File: src/rtl/iso_ep_pkg.sv
package iso_ep_pkg;
  localparam int TYPE_W = 2;
  localparam int STAT_W = 2;
  localparam logic [TYPE_W-1:0] EP_TYPE_ISO = 2'b10;
  localparam logic [STAT_W-1:0] STAT_OFF    = 2'b00;
  localparam logic [STAT_W-1:0] STAT_LIVE   = 2'b11;

  typedef struct packed {
    logic accept;  // token taken this cycle
    logic swap;    // successful transaction: flip direction toggle
    logic close;   // transaction ends (ok or fail)
  } isoStrobes_t;
endpackage

File: src/rtl/iso_ep_ctrl.sv
module iso_ep_ctrl
  import iso_ep_pkg::*;
(
  input  logic              clk,
  input  logic              rstN,
  input  logic              cfgWrEn,
  input  logic [TYPE_W-1:0] cfgTypeIn,
  input  logic [STAT_W-1:0] cfgStatIn,
  input  logic              cfgDirIn,
  input  logic              sofPulse,
  input  logic              tokenValid,
  input  logic              tokenIsIn,
  input  logic              xferOk,
  input  logic              xferFail,
  output logic [TYPE_W-1:0] epType,
  output logic [STAT_W-1:0] epStat,
  output logic              epDir,
  output isoStrobes_t       strb,
  output logic              respond
);
  logic inFlight;
  logic frameUsed;
  logic isoLive;
  logic slotFree;

  assign isoLive  = (epType == EP_TYPE_ISO) && (epStat == STAT_LIVE);
  assign slotFree = !frameUsed || sofPulse;

  always_comb begin
    strb.accept = tokenValid && isoLive && (tokenIsIn == epDir) && !inFlight && slotFree;
    strb.swap   = xferOk && inFlight && isoLive;
    strb.close  = (xferOk || xferFail) && inFlight;
  end

  always_ff @(posedge clk) begin
    if (!rstN) begin
      epType    <= '0;
      epStat    <= STAT_OFF;
      epDir     <= 1'b0;
      inFlight  <= 1'b0;
      frameUsed <= 1'b0;
      respond   <= 1'b0;
    end else begin
      if (cfgWrEn) begin
        epType <= cfgTypeIn;
        epStat <= cfgStatIn;
        epDir  <= cfgDirIn;
      end
      inFlight  <= strb.accept || (inFlight && !strb.close);
      frameUsed <= sofPulse ? strb.accept : (frameUsed || strb.accept);
      respond   <= strb.accept;
    end
  end

  AST_FAIL_NO_SWAP: assert property (@(posedge clk) disable iff (!rstN)
    (xferFail && !xferOk) |-> !strb.swap);

  AST_RESPOND_HAS_TOKEN: assert property (@(posedge clk) disable iff (!rstN)
    respond |-> $past(tokenValid));
endmodule

File: src/rtl/iso_ep_datapath.sv
module iso_ep_datapath
  import iso_ep_pkg::*;
(
  input  logic              clk,
  input  logic              rstN,
  input  isoStrobes_t       strb,
  input  logic [TYPE_W-1:0] epType,
  input  logic [STAT_W-1:0] epStat,
  input  logic              epDir,
  output logic              hwBufSel,
  output logic              appBufSel,
  output logic              pidData1,
  output logic              hsEnable,
  output logic              illegalCfg
);
  logic rxToggle;
  logic txToggle;
  logic isoMode;

  assign isoMode = (epType == EP_TYPE_ISO);

  always_ff @(posedge clk) begin
    if (!rstN) begin
      rxToggle <= 1'b0;
      txToggle <= 1'b0;
    end else if (strb.swap) begin
      if (epDir) txToggle <= !txToggle;
      else       rxToggle <= !rxToggle;
    end
  end

  always_comb begin
    hwBufSel   = epDir ? txToggle : rxToggle;
    appBufSel  = !hwBufSel;
    pidData1   = isoMode ? 1'b0 : hwBufSel;
    hsEnable   = !isoMode;
    illegalCfg = isoMode && (epStat != STAT_OFF) && (epStat != STAT_LIVE);
  end

  AST_ISO_NO_HANDSHAKE: assert property (@(posedge clk) disable iff (!rstN)
    isoMode |-> (!hsEnable && !pidData1));

  AST_OFF_FROZEN: assert property (@(posedge clk) disable iff (!rstN)
    (epStat == STAT_OFF) |=> ($stable(rxToggle) && $stable(txToggle)));

  AST_SWAP_FLIPS_ONE: assert property (@(posedge clk) disable iff (!rstN)
    strb.swap |=> ((rxToggle ^ txToggle) != $past(rxToggle ^ txToggle)));
endmodule

File: src/rtl/iso_ep_buf_mgr.sv
module iso_ep_buf_mgr
  import iso_ep_pkg::*;
(
  input  logic       clk,
  input  logic       rstN,
  input  logic       cfgWrEn,
  input  logic [1:0] cfgTypeIn,
  input  logic [1:0] cfgStatIn,
  input  logic       cfgDirIn,
  input  logic       sofPulse,
  input  logic       tokenValid,
  input  logic       tokenIsIn,
  input  logic       xferOk,
  input  logic       xferFail,
  output logic       respond,
  output logic       hwBufSel,
  output logic       appBufSel,
  output logic       pidData1,
  output logic       hsEnable,
  output logic       illegalCfg
);
  isoStrobes_t       strb;
  logic [TYPE_W-1:0] epType;
  logic [STAT_W-1:0] epStat;
  logic              epDir;

  iso_ep_ctrl ctrl_i (
    .clk        (clk),
    .rstN       (rstN),
    .cfgWrEn    (cfgWrEn),
    .cfgTypeIn  (cfgTypeIn),
    .cfgStatIn  (cfgStatIn),
    .cfgDirIn   (cfgDirIn),
    .sofPulse   (sofPulse),
    .tokenValid (tokenValid),
    .tokenIsIn  (tokenIsIn),
    .xferOk     (xferOk),
    .xferFail   (xferFail),
    .epType     (epType),
    .epStat     (epStat),
    .epDir      (epDir),
    .strb       (strb),
    .respond    (respond)
  );

  iso_ep_datapath dp_i (
    .clk        (clk),
    .rstN       (rstN),
    .strb       (strb),
    .epType     (epType),
    .epStat     (epStat),
    .epDir      (epDir),
    .hwBufSel   (hwBufSel),
    .appBufSel  (appBufSel),
    .pidData1   (pidData1),
    .hsEnable   (hsEnable),
    .illegalCfg (illegalCfg)
  );
endmodule

File: config.mk
export PLATFORM = sky130hd
export DESIGN_NAME = iso_ep_buf_mgr
export DESIGN_NICKNAME = d
export VERILOG_FILES = /design/src/rtl/iso_ep_pkg.sv /design/src/rtl/iso_ep_ctrl.sv /design/src/rtl/iso_ep_datapath.sv /design/src/rtl/iso_ep_buf_mgr.sv
export SDC_FILE = /design/constraint.sdc
export NUM_CORES = 1
export LEC_CHECK = 0
export BUFFER_PORTS_ARGS = -buffer_cell sky130_fd_sc_hd__buf_2
export CORE_AREA = 3 3 40 42
export DETAILED_ROUTE_END_ITERATION = 7
export DIE_AREA = 0 0 43 45
export PLACE_DENSITY = 0.64
export SLEW_MARGIN = 5
export SYNTH_ARGS = -nofsm -noshare
export SYNTH_HDL_FRONTEND = slang
export SYNTH_SLANG_ARGS = --single-unit
File: constraint.sdc
create_clock -name clk -period 3.4 [get_ports clk]
set_clock_uncertainty 0.2 [all_clocks]
set_input_delay 0.17 -clock clk [delete_from_list [all_inputs] [get_ports clk]]
set_output_delay 0.17 -clock clk [all_outputs]
set_load 0.05 [all_outputs]
* Word-level counts from Yosys, hierarchy flattened
Index checks and enable logic that the tools add are counted.
** Word-level totals
- Register bits :: 10
- Bits of input ports :: 13
- Logic and storage cells :: 41
** Cells by class
- Equality and inequality tests :: 4
- Bitwise gates (word level) :: 1
- Multiplexer cells :: 3
- Reduce and logical (&&, ||, !) cells :: 25
** Operators by type and width (number)
- 1-bit logical AND :: 11
- 1-bit logical NOT :: 7
- 2-bit equality test (second input constant) :: 2
- 1-bit logical OR :: 4
- 2-bit AND reduction :: 2
- 1-bit 2-to-1 mux :: 3
- 2-bit != test (second input constant) :: 1
- 2-bit nonzero test :: 1
- 1-bit equality test :: 1
- 1-bit inverter :: 1

* Longest topological paths before layout
- Depth in word-level cells :: 8
- Mapped depth :: 3

* Cells and area by module
A second synthesis with hierarchy kept.
** Unflattened totals
- Cells, all modules :: 47
- Area, all modules :: 476.7 µm²
** By module, submodules not included
- iso_ep_ctrl :: seq. area each 160.2 µm², instances 1, cells each 31, area an instance 347.8 µm²
- iso_ep_datapath :: seq. area each 40.0 µm², instances 1, cells each 16, area an instance 128.9 µm²

* Worst setup path after synthesis
OpenSTA, ideal clock, no wires.
- Kind :: register to output
- Start :: register ctrl_i.epDir
- End :: output port pidData1
- Arrival :: 2.314 ns
- Path buffers :: 0
- Cell stages (with the launch flop) :: 4
- Data required time :: 3.030 ns
- Setup slack :: 0.716 ns
- Cell sequence :: dfxtp_1 mux2i_1 inv_1 and2_1
** Between the ends
- Cells in the longest elaborated chain, start to end :: 2
** RTL lines
- from (decl) :: line iso_ep_ctrl.sv:17 : output logic epDir,
- from (signal assigned) :: line iso_ep_ctrl.sv:47 : epDir <= cfgDirIn;
- 1-bit 2-to-1 mux :: line iso_ep_datapath.sv:33 : hwBufSel = epDir ? txToggle : rxToggle;
- via hwBufSel :: line iso_ep_buf_mgr.sv:16 : output logic hwBufSel,
- 1-bit 2-to-1 mux :: line iso_ep_datapath.sv:35 : pidData1 = isoMode ? 1'b0 : hwBufSel;
- to (decl) :: line iso_ep_buf_mgr.sv:18 : output logic pidData1,
The timed path passes the listed nets, and every way through them passes these cells.

* Final worst setup path
- Start :: register ctrl_i.epDir
- End :: output port pidData1
** Between the ends
- Cells in the longest elaborated chain, start to end :: 2
** RTL lines (line)
- 1-bit 2-to-1 mux :: iso_ep_datapath.sv:33
- 1-bit 2-to-1 mux :: iso_ep_datapath.sv:35
Every way passes these cells.

==> impl_summary.log <==
INFO  metric status = finished, final reports clean
INFO  metric hold_path_end = ctrl_i.frameUsed$_SDFF_PN0_
INFO  metric worst_hold_path_cell_count = 2
INFO  metric initial_utilization = 0.359
INFO  metric yosys.area_share.xor_xnor = 0.0379
INFO  metric setup.worst_path.start = ctrl_i.epDir$_SDFFE_PN0P_
INFO  metric clock-root-buffer = clkbuf_4
INFO  metric final_nets = 84
INFO  metric dieHeight = roughly 45 um
INFO  metric critPathMaxFanout = 6
INFO  metric worst-endpoint-required = roughly 3.0 ns
INFO  metric timing_worst_slew_pin_value = about 0.32 ns
INFO  metric grt_pass1_wl = approximately 1700 um
INFO  metric synth.most_common_cell = dfxtp_1
INFO  metric synth.mux.area_fraction = 0.130
INFO  metric synth_area = ~460 um2
INFO  metric syn_nets = between 50 and 60
INFO  metric library_cell_occupying_the_most_area_in_the_post_synthesis_netlist = dfxtp_1
INFO  metric worstHoldStart = rstN
INFO  metric cts_tree = built
INFO  metric seq_area_frac_synth = 0.434
INFO  metric max_cap_violations = 0
INFO  metric critical_path_class = reg2out
INFO  metric ys_ff_latch = 10
INFO  metric detailedRoute.firstIterationViolations = 7
INFO  metric critPathArrivalTime = 1.37 ns
INFO  metric clk_transition_reported_paths = 0.07 ns
INFO  metric antenna_found_initial = 0
INFO  metric min_delay_path_class = in2reg
INFO  metric ant_nets = 0
INFO  metric holdWs = 0.0108 ns
INFO  metric fp.dieArea = 1940 um2
INFO  metric setup_viol_count_final = 0
INFO  metric final_period_minus_worst_setup_slack = roughly 1.7 ns
INFO  metric area_growth_syn_to_layout = 40.7%
INFO  metric grt_setup_unrepaired = false
INFO  metric grt_start_max_net_pins = 12
INFO  metric numCtsBuffers = 3
INFO  metric via_count = just over 400
INFO  metric final.period_utilization = 0.513
INFO  metric design.portCount = 19
INFO  metric post_drt_wl_per_cell = between 10 and 15 um
INFO  metric setup_slack = between 1.5 and 2 ns
INFO  metric port_buffers = 18
INFO  metric post_synth_most_frequent_cells = dfxtp_1, mux2i_1, nor2b_1
INFO  metric r2r-end = dp_i.rxToggle$_SDFFE_PN0P_
INFO  metric syn_avg_cell_area = between 10 and 15 um2
INFO  metric drive_gt1_frac = 0.357
INFO  metric final-max-slew-violation-count = 0
INFO  metric finalWirelength = 964 um
INFO  metric post_synth_edffs = 0
INFO  metric post_cts_resize_count = 0
INFO  metric post_synth_inst_count = 45
INFO  metric clock_tree.buffer_depth = 2
INFO  metric post_synth_top_area_share = 0.434
INFO  metric num-fill-cells = about 120
INFO  metric ctsHoldBuffers = 5
INFO  metric startpoint_type = register
INFO  metric grt_pass1_vias = approximately 400
INFO  metric die_w = 43 um
INFO  metric ys_async_sr_fraction = 0
INFO  metric pwr_density_cell = just over 400 nW/um2
INFO  metric synth-adder-area-share = 0
INFO  metric post_synth_and_or_nand_nor_area_fraction = 0.279
INFO  metric rows = 13
INFO  metric fmax = around 570 MHz
INFO  metric r2r_setup_slack = 1.91 ns
INFO  metric clk-insertion-delay-late = approximately 0.26 ns
INFO  metric globalRouteOverflowTotal = 0
INFO  metric dp.final_hpwl = 699 um
INFO  metric place_congestion = 0.606
INFO  metric total_iterations_of_the_first_detailed_routing_run = 4
INFO  metric gr-usage-all-layers = 0.119
INFO  metric yosys_warnings = 0
INFO  metric combinational_family_with_the_most_area_after_synthesis = simple AND/OR/NAND/NOR gates
INFO  metric drc = 0
INFO  metric finalPower = 264 uW
INFO  metric ys_top_cells_by_area = dfxtp_1, mux2i_1, nor2b_1
INFO  metric worst_r2r_path_depth = 3
INFO  metric p_leak = between 0.3 and 0.4 nW
INFO  metric vdd_ir_drop_max = approximately 0.00026 V
INFO  metric synth_compound_gate_area_share = 0.0949
INFO  metric fp.coreArea = around 1300 um2
INFO  metric timing.final.hold_violations = 0
INFO  metric finalSetupTns = 0 ns
INFO  metric cts.sinks = 10
INFO  metric crit_path_end_kind = primary output
INFO  metric insertedDiodeCount = 0
INFO  metric worstReg2RegStart = ctrl_i.epType[0]$_SDFFE_PN0P_
INFO  metric pre_cts_slack = between 1.5 and 2 ns
INFO  metric primary_ff_master_synth = dfxtp_1
INFO  metric detail_route.vias_per_cell = approximately 4.8
INFO  metric synth_cell_type_count = 24
INFO  metric cts_setup_buffers = 0
INFO  metric clock_tree.htree_level_count = 1
INFO  metric relSlewSlack = 0.786
-- flip-flops by register name, indices dropped and copies added (netlist names) --
name / count
ctrl_i.respond: 1
ctrl_i.epStat: 2
ctrl_i.epDir: 1
dp_i.rxToggle: 1
dp_i.txToggle: 1
ctrl_i.epType: 2
ctrl_i.frameUsed: 1
ctrl_i.inFlight: 1
-- cell type report --
cell class                      instances  area (um2)  share of cell area
Clock buffer                            4        36.3              0.0559
Tap cell                               15        18.8              0.0289
Timing Repair Buffer                   23         140               0.216
Sequential cell                        10         200               0.308
Inverter                                1        3.75             0.00578
Multi-Input combinational cell         32         250               0.385
-- worst max path at each step --
stage	endpoint	slack, ns	depth (start not counted)
2_1_floorplan	pidData1	0.72	3
3_3_place_gp	pidData1	1.95	4
3_5_place_dp	pidData1	1.93	4
4_1_cts	pidData1	1.63	4
5_1_grt	pidData1	1.53	4
6_report	pidData1	1.66	4
-- critical path: stages, from the launching register on --
cell and delay, ns:
dfxtp_1 0.45, mux2i_1 0.24, inv_1 0.07, and2_1 0.14, buf_2 0.20
-- layer usage --
metal  wire [um]  global-route usage
met4          10              0.0723
met5           0                   0
met3          64              0.0279
met1         407               0.138
met2         481               0.201
-- kinds of logic (layout without fill, tap and decap cells) --
kind of cell | Yosys count | count (layout)
flip-flops | 10 | 10
XOR/XNOR | 2 | 2
AND/OR/NAND/NOR | 18 | 18
buffers and inverters | 3 | 28
AO/OA/AOI/OAI | 6 | 6
multiplexers | 6 | 6
-- layout by cell type (no fill, tap or decap) --
cell type      instances
nand3_1                1
a31o_2                 1
dlygate4sd3_1          5
buf_2                 18
o21ai_0                1
and2_1                 1
nor4b_2                1
nand2_1                1
o21a_1                 1
xor2_1                 1
dfxtp_1               10
nand2b_1               2
mux2i_1                6
a21boi_1               1
clkbuf_8               1
nor2b_1                6
inv_1                  1
o31ai_1                1
clkbuf_4               3
a21boi_0               1
or3_1                  1
or4_1                  1
and3_1                 1
nor2_1                 1
nor4bb_1               1
xnor2_1                1
nand4b_2               1
-- power breakdown --
group          leakage, nW  switching (mW)  internal [mW]
Combinational        0.202          0.0136         0.0169
Clock               0.0210          0.0437         0.0650
Sequential          0.0815         0.00399          0.121
Total                0.305          0.0613          0.203
-- metrics by stage --
stage,util,instance area [um2],cells
final,0.505,649,85
after global routing,0.505,649,85
after CTS,0.505,649,85
after detailed placement,0.438,563,76
after global placement,0.438,563,76
after floorplan,-,462,45
Note: power is estimated with default switching activity, not from simulation.
